[config.mk]
export PLATFORM = sky130hd
export DESIGN_NAME = rtc_irq_flags
export DESIGN_NICKNAME = d
export VERILOG_FILES = /design/src/rtl/rtc_irq_pkg.sv /design/src/rtl/rtc_irq_flag_bank.sv /design/src/rtl/rtc_irq_ctrl_reg.sv /design/src/rtl/rtc_irq_summary_fsm.sv /design/src/rtl/rtc_irq_flags.sv
export SDC_FILE = /design/constraint.sdc
export NUM_CORES = 1
export LEC_CHECK = 0
export ABC_CLOCK_PERIOD_IN_PS = 3000
export BUFFER_PORTS_ARGS = -buffer_cell sky130_fd_sc_hd__buf_4
export CORE_MARGIN = 3
export CORE_UTILIZATION = 25
export CTS_CLUSTER_DIAMETER = 150
export DETAILED_ROUTE_END_ITERATION = 7
export GPL_ROUTABILITY_DRIVEN = 0
export GPL_TIMING_DRIVEN = 0
export PLACE_DENSITY_LB_ADDON = 0.1
export SLEW_MARGIN = 15
export SYNTH_ARGS = -nofsm -noshare
export SYNTH_HDL_FRONTEND = slang
export SYNTH_SLANG_ARGS = --single-unit
[constraint.sdc]
create_clock -name clk -period 3 [get_ports clk]
set_clock_uncertainty 0.05 [all_clocks]
set_input_delay 0.6 -clock clk [delete_from_list [all_inputs] [get_ports clk]]
set_output_delay 0.6 -clock clk [all_outputs]
set_load 0.01 [all_outputs]
[src/rtl/rtc_irq_pkg.sv]
package rtc_irq_pkg;

    // Source index inside the flag and enable vectors. Bit position in
    // a register is FIELD_LSB + index.
    localparam int SRC_UPDATE   = 0;
    localparam int SRC_ALARM    = 1;
    localparam int SRC_PERIODIC = 2;

    typedef enum logic [0:0] {
        IRQ_QUIET   = 1'b0,
        IRQ_PENDING = 1'b1
    } irq_state_e;

endpackage

[src/rtl/rtc_irq_flag_bank.sv]
module rtc_irq_flag_bank #(
    parameter int NUM_SRC = 3
) (
    input  logic               clk,
    input  logic               rst_n,
    input  logic [NUM_SRC-1:0] evt,
    input  logic               clr,
    output logic [NUM_SRC-1:0] flag_q,
    output logic [NUM_SRC-1:0] flag_nxt
);

    genvar gi;
    generate
        for (gi = 0; gi < NUM_SRC; gi++) begin : g_flag
            // A pulse always wins over the clear, so no event is lost.
            assign flag_nxt[gi] = (flag_q[gi] & ~clr) | evt[gi];

            always_ff @(posedge clk or negedge rst_n) begin
                if (!rst_n) begin
                    flag_q[gi] <= 1'b0;
                end else begin
                    flag_q[gi] <= flag_nxt[gi];
                end
            end
        end
    endgenerate

endmodule

[src/rtl/rtc_irq_ctrl_reg.sv]
module rtc_irq_ctrl_reg #(
    parameter int DATA_W    = 8,
    parameter int NUM_SRC   = 3,
    parameter int FIELD_LSB = 4
) (
    input  logic               clk,
    input  logic               rst_n,
    input  logic               we,
    input  logic [DATA_W-1:0]  wdata,
    output logic [NUM_SRC-1:0] en_q,
    output logic [NUM_SRC-1:0] en_nxt
);

    localparam int FIELD_MSB = FIELD_LSB + NUM_SRC - 1;
    localparam logic [DATA_W-1:0] FIELD_MASK =
        DATA_W'(((1 << NUM_SRC) - 1) << FIELD_LSB);

    logic unused_wbits;
    assign unused_wbits = ^(wdata & ~FIELD_MASK);

    assign en_nxt = we ? wdata[FIELD_MSB:FIELD_LSB] : en_q;

    always_ff @(posedge clk or negedge rst_n) begin
        if (!rst_n) begin
            en_q <= '0;
        end else begin
            en_q <= en_nxt;
        end
    end

endmodule

[src/rtl/rtc_irq_summary_fsm.sv]
module rtc_irq_summary_fsm
    import rtc_irq_pkg::*;
#(
    parameter int NUM_SRC = 3
) (
    input  logic               clk,
    input  logic               rst_n,
    input  logic [NUM_SRC-1:0] flag_nxt,
    input  logic [NUM_SRC-1:0] en_nxt,
    output logic               summary,
    output logic               irq_n
);

    irq_state_e state_q, state_d;
    logic       hit;

    assign hit = |(flag_nxt & en_nxt);

    always_comb begin
        state_d = state_q;
        unique case (state_q)
            IRQ_QUIET:   if (hit)  state_d = IRQ_PENDING; // RAISE
            IRQ_PENDING: if (!hit) state_d = IRQ_QUIET;   // DROP
            default:     state_d = IRQ_QUIET;
        endcase
    end

    always_ff @(posedge clk or negedge rst_n) begin
        if (!rst_n) begin
            state_q <= IRQ_QUIET;
        end else begin
            state_q <= state_d;
        end
    end

    always_comb begin
        summary = 1'b0;
        irq_n   = 1'b1;
        unique case (state_q)
            IRQ_QUIET:   begin summary = 1'b0; irq_n = 1'b1; end
            IRQ_PENDING: begin summary = 1'b1; irq_n = 1'b0; end
            default:     begin summary = 1'b0; irq_n = 1'b1; end
        endcase
    end

endmodule

[src/rtl/rtc_irq_flags.sv]
module rtc_irq_flags
    import rtc_irq_pkg::*;
#(
    parameter int DATA_W    = 8,
    parameter int FIELD_LSB = 4
) (
    input  logic              clk,
    input  logic              rst_n,
    input  logic              evt_periodic,
    input  logic              evt_alarm,
    input  logic              evt_update,
    input  logic              reg_sel,
    input  logic              reg_wr,
    input  logic              reg_rd,
    input  logic [DATA_W-1:0] reg_wdata,
    output logic [DATA_W-1:0] reg_rdata,
    output logic              irq_n
);

    localparam int  NUM_SRC   = 3;
    localparam int  FIELD_MSB = FIELD_LSB + NUM_SRC - 1;
    localparam int  SUM_BIT   = FIELD_MSB + 1;
    localparam logic CTRL_ADDR = 1'b0;
    localparam logic FLAG_ADDR = 1'b1;

    logic [NUM_SRC-1:0] evt_vec;
    logic [NUM_SRC-1:0] flag_q, flag_nxt;
    logic [NUM_SRC-1:0] en_q, en_nxt;
    logic               summary_q;
    logic               ctrl_we;
    logic               flag_clr;

    always_comb begin
        evt_vec               = '0;
        evt_vec[SRC_PERIODIC] = evt_periodic;
        evt_vec[SRC_ALARM]    = evt_alarm;
        evt_vec[SRC_UPDATE]   = evt_update;
    end

    assign ctrl_we  = reg_wr && (reg_sel == CTRL_ADDR);
    assign flag_clr = reg_rd && (reg_sel == FLAG_ADDR);

    rtc_irq_ctrl_reg #(
        .DATA_W    (DATA_W),
        .NUM_SRC   (NUM_SRC),
        .FIELD_LSB (FIELD_LSB)
    ) u_ctrl (
        .clk    (clk),
        .rst_n  (rst_n),
        .we     (ctrl_we),
        .wdata  (reg_wdata),
        .en_q   (en_q),
        .en_nxt (en_nxt)
    );

    rtc_irq_flag_bank #(
        .NUM_SRC (NUM_SRC)
    ) u_flags (
        .clk      (clk),
        .rst_n    (rst_n),
        .evt      (evt_vec),
        .clr      (flag_clr),
        .flag_q   (flag_q),
        .flag_nxt (flag_nxt)
    );

    rtc_irq_summary_fsm #(
        .NUM_SRC (NUM_SRC)
    ) u_sum (
        .clk      (clk),
        .rst_n    (rst_n),
        .flag_nxt (flag_nxt),
        .en_nxt   (en_nxt),
        .summary  (summary_q),
        .irq_n    (irq_n)
    );

    always_comb begin
        reg_rdata = '0;
        if (reg_rd) begin
            unique case (reg_sel)
                CTRL_ADDR: reg_rdata[FIELD_MSB:FIELD_LSB] = en_q;
                FLAG_ADDR: begin
                    reg_rdata[FIELD_MSB:FIELD_LSB] = flag_q;
                    reg_rdata[SUM_BIT]             = summary_q;
                end
                default:   reg_rdata = '0;
            endcase
        end
    end

endmodule

==> results.toml, run 1 <==
[sta]
slew_viol_final = 0
max_freq_ghz = 0.5667
setup_violations = 0
fin_crit_ps = 1765
hold_violations = 0
finalCritPeriodShare = 0.5882
rsz0062_at_grt = "no"
setup_ws_ps = 1235
fin_tns_setup_ps = 0

[detailed_routing]
drt-pass1-iter-count = 2
drtAntennaViolNets = 0
via_per_inst = 4.029
drt_iter0_drc = 2
drc = 0
drt_wl_total_um = 771
vias = 274
wire_per_inst_um = 11.34

[synthesis]
synth_common_cells = "dfrtp_1, buf_4"
synth_top_area_share = 0.4636
synth_most_common_cell = "dfrtp_1"
avgSynthCellArea_um2 = 11.81
ys_ff_latch = 7
syn_inst = 32
async_flop_share = 1.000
synth-compound-area-share = 0.09272
synth.area.mux_share = 0.1887
synth_xor_area_frac = 0
syn-cell-area_um2 = 377.9
synthFlopType = "dfrtp_1"
synth_area_leader_cell = "dfrtp_1"
synth_fa_ha_area_frac = 0
netlist-cell-type-count = 14
synth_area_leaders = "dfrtp_1, mux2i_1, buf_4"
seq_area_frac_synth = 0.4636
ys_warn_count = 0
synthSimpleGateAreaFrac = 0.1258
synth_top_family_by_area = "multiplexers"
synth_edf_count = 0

[clock_tree]
ctsLongestPathBuffers = 2
cts_tree = "built"
cts-htree-levels = 1
cts_setup_buffers = 0
path_clk_slew_ps = 50
cts_sinks = 7
cts-root-buf = "clkbuf_4"
holdBufCountCts = 0
clock_latency_ps = 240
cts_resized = 0
cts_buffers = 3

[die]
die_h_um = 44.88
dieArea_um2 = 2014
start_util = 0.2766
core_um2 = 1366
num_rows = 13
io_pins = 25
dieWidth_um = 44.88

[placed_design]
pre_cts_slack_ps = 1228
io_buffers = 14
dpl.cell_count = 64
dpl_cell_area_um2 = 513.0

[global_route]
grt_pass1_wl_um = 1173
grt_usage = 0.08340
antenna_found_initial = 0
grt_pass1_vias = 267
grt_overflow = 0
grt_max_degree = 8

[setup_path]
arrival_ps = 1110
crit_type = "input pin to output port"
path_max_fanout = 5
critPathRequiredTime_ps = 2350
critPathCaptureType = "output port"
critPathLaunchType = "input pin"

[cells_and_area]
stdcell_area_um2 = 539.3
diodes = 0
area.growth.synth_to_final_pct = 42.72
fin_cells = 68
nets = 70
drive_gt1_frac = 0.4906

[min_path]
hold_class = "input pin to asynchronous set/reset pin"

[pwr]
p_leak_uw = 0.0002849
totalPowerFinal_uw = 259.2
power_density_nw_per_um2 = 480.6
peakVddDrop_mv = 0.2297

[outcome]
status = "finished clean"

[flow_run]
maxCapViolations = 0
## placed cells by master (no fill, tap or decap), drive strengths merged
master,Yosys,final
a21o,3,3
dfrtp,7,7
nor2b,4,4
mux2,3,3
a22oi,1,1
nor2,1,1
nand2,3,3
buf,5,19
conb,1,4
mux2i,3,3
clkbuf,0,4
inv,1,1
## sequential cells by signal, indices dropped and copies added (netlist names)
register        count
u_flags.flag_q      3
u_ctrl.en_q         3
u_sum.state_q       1
## power breakdown
group / leakage, uW / switching (uW) / internal, uW
sequential: 0.0000755 / 4.88 / 106
combinational: 0.000194 / 27.9 / 38.3
clock: 0.0000150 / 32.0 / 50.6
total: 0.000285 / 64.8 / 194
## cell type report
cell class              instances  area, um^2
plain buffers                   5       41.29
repair buffers                 14       105.1
clock buffers                   4       26.28
inverters                       1       3.754
multi-input cells              22       168.9
flip-flops and latches          7       175.2
well taps                      15       18.77
fillers                       147       827.0
## worst max-delay path, stage by stage
cell and delay (ps):
buf_6 100, mux2i_1 200, nor2b_1 60, buf_4 140
## per-layer routing
metal | track usage | share of wire | vias up
li1 | - | - | 139
met1 | 0.1062 | 0.44 | 122
met2 | 0.1146 | 0.45 | 13
met3 | 0.02390 | 0.11 | 0
met4 | 0.07018 | 0 | 0
met5 | 0 | 0 | -
## final timing paths
kind,from,endpoint,slack (ps),cells past startpoint
worst max-delay path,reg_sel,reg_rdata[6],1240,4
worst min-delay path,rst_n,u_ctrl.en_q[2]$_DFF_PN0_,100,1
worst max register to register,u_ctrl.en_q[0]$_DFF_PN0_,u_sum.state_q$_DFF_PN0_,1930,3
worst min register to register,u_ctrl.en_q[1]$_DFF_PN0_,u_ctrl.en_q[1]$_DFF_PN0_,460,1
max in group asynchronous,rst_n,u_ctrl.en_q[1]$_DFF_PN0_,2680,1
min in group clk,u_ctrl.en_q[1]$_DFF_PN0_,u_ctrl.en_q[1]$_DFF_PN0_,460,1
## logic make-up after synthesis
logic type             count (synthesis)
and+or+nand+nor                        8
DFF                                    7
muxes                                  6
buffers and inverters                  6
AOI/OAI and AO/OA                      4
other                                  1
## stage by stage
step,utilization,hold WS (ps)
finish,0.3947,104.6
global route,0.3947,93.73
CTS,0.3947,98.77
detailed placement,0.3755,365.4
global placement,0.3755,363.4
floorplan,-,254.4
(Power assumes the default switching activity.)
==> inputs of run 2 (changes only) <==
--- a/config.mk
+++ b/config.mk
@@ -5,7 +5,7 @@
 export SDC_FILE = /design/constraint.sdc
 export NUM_CORES = 1
 export LEC_CHECK = 0
-export ABC_CLOCK_PERIOD_IN_PS = 3000
+export ABC_CLOCK_PERIOD_IN_PS = 1450
 export BUFFER_PORTS_ARGS = -buffer_cell sky130_fd_sc_hd__buf_4
 export CORE_MARGIN = 3
 export CORE_UTILIZATION = 25
==> constraint.sdc (replaced) <==
create_clock -name clk -period 1.45 [get_ports clk]
set_clock_uncertainty 0.05 [all_clocks]
set_input_delay 0.29 -clock clk [delete_from_list [all_inputs] [get_ports clk]]
set_output_delay 0.29 -clock clk [all_outputs]
set_load 0.01 [all_outputs]
==> results.toml, run 2 (synthesis results as in run 1) <==
[setup_path]
critPathRequiredTime_ps = 1110
arrival_ps = 1000
path_max_fanout = 2
crit_type = "flip-flop to output port"
critPathLaunchType = "flip-flop"
critPathCaptureType = "output port"

[global_route]
grt_pass1_wl_um = 1207
antenna_found_initial = 0
grt_usage = 0.08588
grt_overflow = 0
grt_max_degree = 8
grt_pass1_vias = 275

[placed_design]
io_buffers = 14
dpl_cell_area_um2 = 513.0

[die]
num_rows = 13
dieWidth_um = 44.88
core_um2 = 1366
io_pins = 25
dieArea_um2 = 2014
die_h_um = 44.88
start_util = 0.2766

[clock_tree]
cts_tree = "built"
cts-htree-levels = 1
holdBufCountCts = 1
cts_buffers = 3
cts_resized = 0
cts-root-buf = "clkbuf_4"
cts_setup_buffers = 0
clock_latency_ps = 240
ctsLongestPathBuffers = 2
cts_sinks = 7
path_clk_slew_ps = 50

[pwr]
p_clk_frac = 0.317
switching_share = 0.2503
pwr-share-seq = 0.424
peakVddDrop_mv = 0.4756
p_leak_uw = 0.0002891
switchingPower_uw = 134.9
combinationalPowerShare = 0.259
internal_power_uw = 404.0
power_density_nw_per_um2 = 981.2

[cells_and_area]
area.growth.synth_to_final_pct = 45.36
drive_gt1_frac = 0.4815
top_regs = "u_ctrl.en_q x3, u_flags.flag_q x3, u_sum.state_q x1"
final_common_cell = "buf_4"
diodes = 0
nets = 71
stdcell_area_um2 = 549.3
final_cell_mix = "buf_4, dfrtp_1, conb_1"
final_util = 0.4020

[sta]
fin_tns_setup_ps = 0
max_freq_ghz = 0.7484
fin_crit_ps = 1336
setup_violations = 0
hold_violations = 0
rsz0062_at_grt = "no"
slew_viol_final = 0
finalCritPeriodShare = 0.9215

[detailed_routing]
vias = 278
drt_wl_total_um = 786
drt-pass1-iter-count = 2
via_per_inst = 4.029
drtAntennaViolNets = 0
wire_per_inst_um = 11.39
drc = 0
drt_iter0_drc = 2

[min_path]
hold_class = "input pin to flip-flop"

[outcome]
status = "finished clean"

[flow_run]
maxCapViolations = 0
run 2: stage by stage:
step           std cells  power, uW  worst slack (ps)  hold slack (ps)
2_1_floorplan         35      311.7             201.4           -55.59
6_report              69      538.9             113.8            200.1
3_5_place_dp          64      370.2             117.4            55.43
3_3_place_gp          64      367.2             133.2            53.36
4_1_cts               69      548.9             101.3            193.5
5_1_grt               69      575.9             69.31            191.9
run 2: worst paths after layout:
path / cells past startpoint / start / end / slack [ps]
worst max register to register: 3 / u_ctrl.en_q[0]$_DFF_PN0_ / u_sum.state_q$_DFF_PN0_ / 370
worst min-delay path: 2 / evt_alarm / u_flags.flag_q[1]$_DFF_PN0_ / 200
worst max-delay path: 3 / u_flags.flag_q[2]$_DFF_PN0_ / reg_rdata[6] / 110
max in group asynchronous: 2 / rst_n / u_ctrl.en_q[1]$_DFF_PN0_ / 890
worst min register to register: 1 / u_ctrl.en_q[1]$_DFF_PN0_ / u_ctrl.en_q[1]$_DFF_PN0_ / 460
min in group asynchronous: 2 / rst_n / u_ctrl.en_q[2]$_DFF_PN0_ / 350
run 2: metal layers:
| layer | global-route usage | wire, um | vias up |
|---|---|---|---|
| met1 | 0.1086 | 342 | 124 |
| met5 | 0 | 0 | - |
| met4 | 0.07018 | 0 | 0 |
| li1 | - | - | 141 |
| met3 | 0.02390 | 86 | 0 |
| met2 | 0.1203 | 357 | 13 |
run 2: worst max-delay path, cell delays in order, from the launching register on:
cell     delay (ps)
dfrtp_1         390
mux2i_1         160
nor2b_1          60
buf_4           140
run 2: area by class of cell:
type,instances,area [um^2]
Fill cell,147,817.0
Sequential cell,7,175.2
Multi-Input combinational cell,22,168.9
Timing Repair Buffer,15,115.1
Buffer,5,41.29
Clock buffer,4,26.28
Tap cell,15,18.77
Inverter,1,3.754
run 2: power groups by stage:
stage          combinational [uW]  sequential (uW)  clock [uW]
6_report                      140              228         171
5_1_grt                       154              231         192
2_1_floorplan                82.9              229           0
3_3_place_gp                  136              231           0
4_1_cts                       141              228         179
3_5_place_dp                  139              232           0
==> inputs of run 3 (changes only) <==
--- a/config.mk
+++ b/config.mk
@@ -5,7 +5,7 @@
 export SDC_FILE = /design/constraint.sdc
 export NUM_CORES = 1
 export LEC_CHECK = 0
-export ABC_CLOCK_PERIOD_IN_PS = 1450
+export ABC_CLOCK_PERIOD_IN_PS = 1300
 export BUFFER_PORTS_ARGS = -buffer_cell sky130_fd_sc_hd__buf_4
 export CORE_MARGIN = 3
 export CORE_UTILIZATION = 25
==> constraint.sdc (replaced) <==
create_clock -name clk -period 1.3 [get_ports clk]
set_clock_uncertainty 0.05 [all_clocks]
set_input_delay 0.065 -clock clk [delete_from_list [all_inputs] [get_ports clk]]
set_output_delay 0.065 -clock clk [all_outputs]
set_load 0.01 [all_outputs]
==> results.toml, run 3 (synthesis results as in run 1) <==
[outcome]
status = "finished clean"

[sta]
fin_tns_setup_ps = 0
finalCritPeriodShare = 0.8517
setup_violations = 0
hold_violations = 0
timing.hold.ws_ps = 14.97
slew_viol_final = 0
rsz0062_at_grt = "no"
max_freq_ghz = 0.9032
fin_crit_ps = 1107

[setup_path]
critPathCaptureType = "output port"
crit_type = "flip-flop to output port"
r2r-end = "u_sum.state_q$_DFF_PN0_"
reg2reg_from = "u_ctrl.en_q[0]$_DFF_PN0_"
path_max_fanout = 2
critPathLaunchType = "flip-flop"
worst-r2r-setup-slack_ps = 220
arrival_ps = 990
critPathRequiredTime_ps = 1190
ff2ff_path_depth = 3

[die]
core_um2 = 1366
num_rows = 13
start_util = 0.2766
io_pins = 25
dieWidth_um = 44.88
die_h_um = 44.88
dieArea_um2 = 2014

[detailed_routing]
wire_per_inst_um = 10.83
vias = 288
drc = 0
via_per_inst = 4.000
drtAntennaViolNets = 0
drt-pass1-iter-count = 2
drt_wl_total_um = 780
drt_iter0_drc = 5

[global_route]
grt_max_degree = 8
met3_usage = 0.02390
busiest_layer = "met2"
grt_pass1_vias = 277
grt_overflow = 0
grt_usage = 0.08588
use_met2 = 0.1203
antenna_found_initial = 0
grtUsageMet1 = 0.1086
grt_pass1_wl_um = 1214

[cells_and_area]
final_cell_mix = "buf_4, dfrtp_1, conb_1, dlygate4sd3_1"
diodes = 0
top_regs = "u_ctrl.en_q x3, u_flags.flag_q x3, u_sum.state_q x1"
area.growth.synth_to_final_pct = 53.31
fill_cells = 148
fin_cells = 72
stdcell_area_um2 = 579.3
nets = 74
final_common_cell = "buf_4"
drive_gt1_frac = 0.4561

[clock_tree]
cts-htree-levels = 1
cts_sinks = 7
cts_buffers = 3
ctsLongestPathBuffers = 2
cts-root-buf = "clkbuf_4"
cts_tree = "built"
path_clk_slew_ps = 50
clock_latency_ps = 240
cts_setup_buffers = 0

[flow_run]
maxCapViolations = 0

[pwr]
totalPowerFinal_uw = 607.7
power_density_nw_per_um2 = 1049
p_leak_uw = 0.0003017
peakVddDrop_mv = 0.5623

[min_path]
hold_depth = 2
min_from = "reg_wdata[5]"
hold_path_end = "u_ctrl.en_q[1]$_DFF_PN0_"
hold_class = "input pin to flip-flop"

[placed_design]
io_buffers = 14
dpl_cell_area_um2 = 513.0
dpl.cell_count = 64
run 3: changes by cell type in the layout (fill, tap and decap cells not counted), sizes merged:
cell,previous run,this run
dlygate4sd3,1,4
run 3: how the worst max path moves through the flow:
stage                                     start                 endpoint  slack, ps  depth (start not counted)
global route        u_flags.flag_q[0]$_DFF_PN0_             reg_rdata[4]        140                          3
floorplan                               reg_sel  u_sum.state_q$_DFF_PN0_        280                          5
finish              u_flags.flag_q[2]$_DFF_PN0_             reg_rdata[6]        190                          3
global placement                        reg_sel  u_sum.state_q$_DFF_PN0_        210                          5
CTS                 u_flags.flag_q[2]$_DFF_PN0_             reg_rdata[6]        180                          3
detailed placement                      reg_sel  u_sum.state_q$_DFF_PN0_        190                          5
run 3: routing by layer:
| metal | routed length, um | part of all wire | vias up |
|---|---|---|---|
| li1 | - | - | 147 |
| met5 | 0 | 0 | - |
| met2 | 361 | 0.46 | 13 |
| met4 | 0 | 0 | 0 |
| met3 | 90 | 0.12 | 0 |
| met1 | 328 | 0.42 | 128 |
run 3: layout make-up:
| type | instances | area (um^2) | area share |
|---|---|---|---|
| flip-flops and latches | 7 | 175.2 | 0.3024 |
| multi-input cells | 22 | 168.9 | 0.2916 |
| repair buffers | 18 | 145.1 | 0.2505 |
| plain buffers | 5 | 41.29 | 0.07127 |
| clock buffers | 4 | 26.28 | 0.04536 |
| well taps | 15 | 18.77 | 0.03240 |
| inverters | 1 | 3.754 | 0.006479 |
run 3: through the flow:
step / setup WS (ps) / utilization
floorplan: 276.4 / -
global placement: 208.2 / 0.3755
detailed placement: 192.4 / 0.3755
CTS: 176.3 / 0.4240
global route: 144.3 / 0.4240
finish: 192.8 / 0.4240
run 3: timing repair:
| item | CTS | global route |
|---|---|---|
| gates resized for setup | 0 | 0 |
| endpoints found under the hold margin | 10 | 0 |
| hold buffers | 4 | 0 |
run 3: power breakdown:
part,switching [uW],internal [uW],leakage (uW)
clock,73.6,117,0.0000150
sequential,10.9,244,0.0000755
combinational,66.7,96.2,0.000211
total,151,456,0.000302
run 3: worst max-delay path, cell delays in order (launching register included):
cell     delay [ps]
dfrtp_1         380
mux2i_1         160
nor2b_1          60
buf_4           140
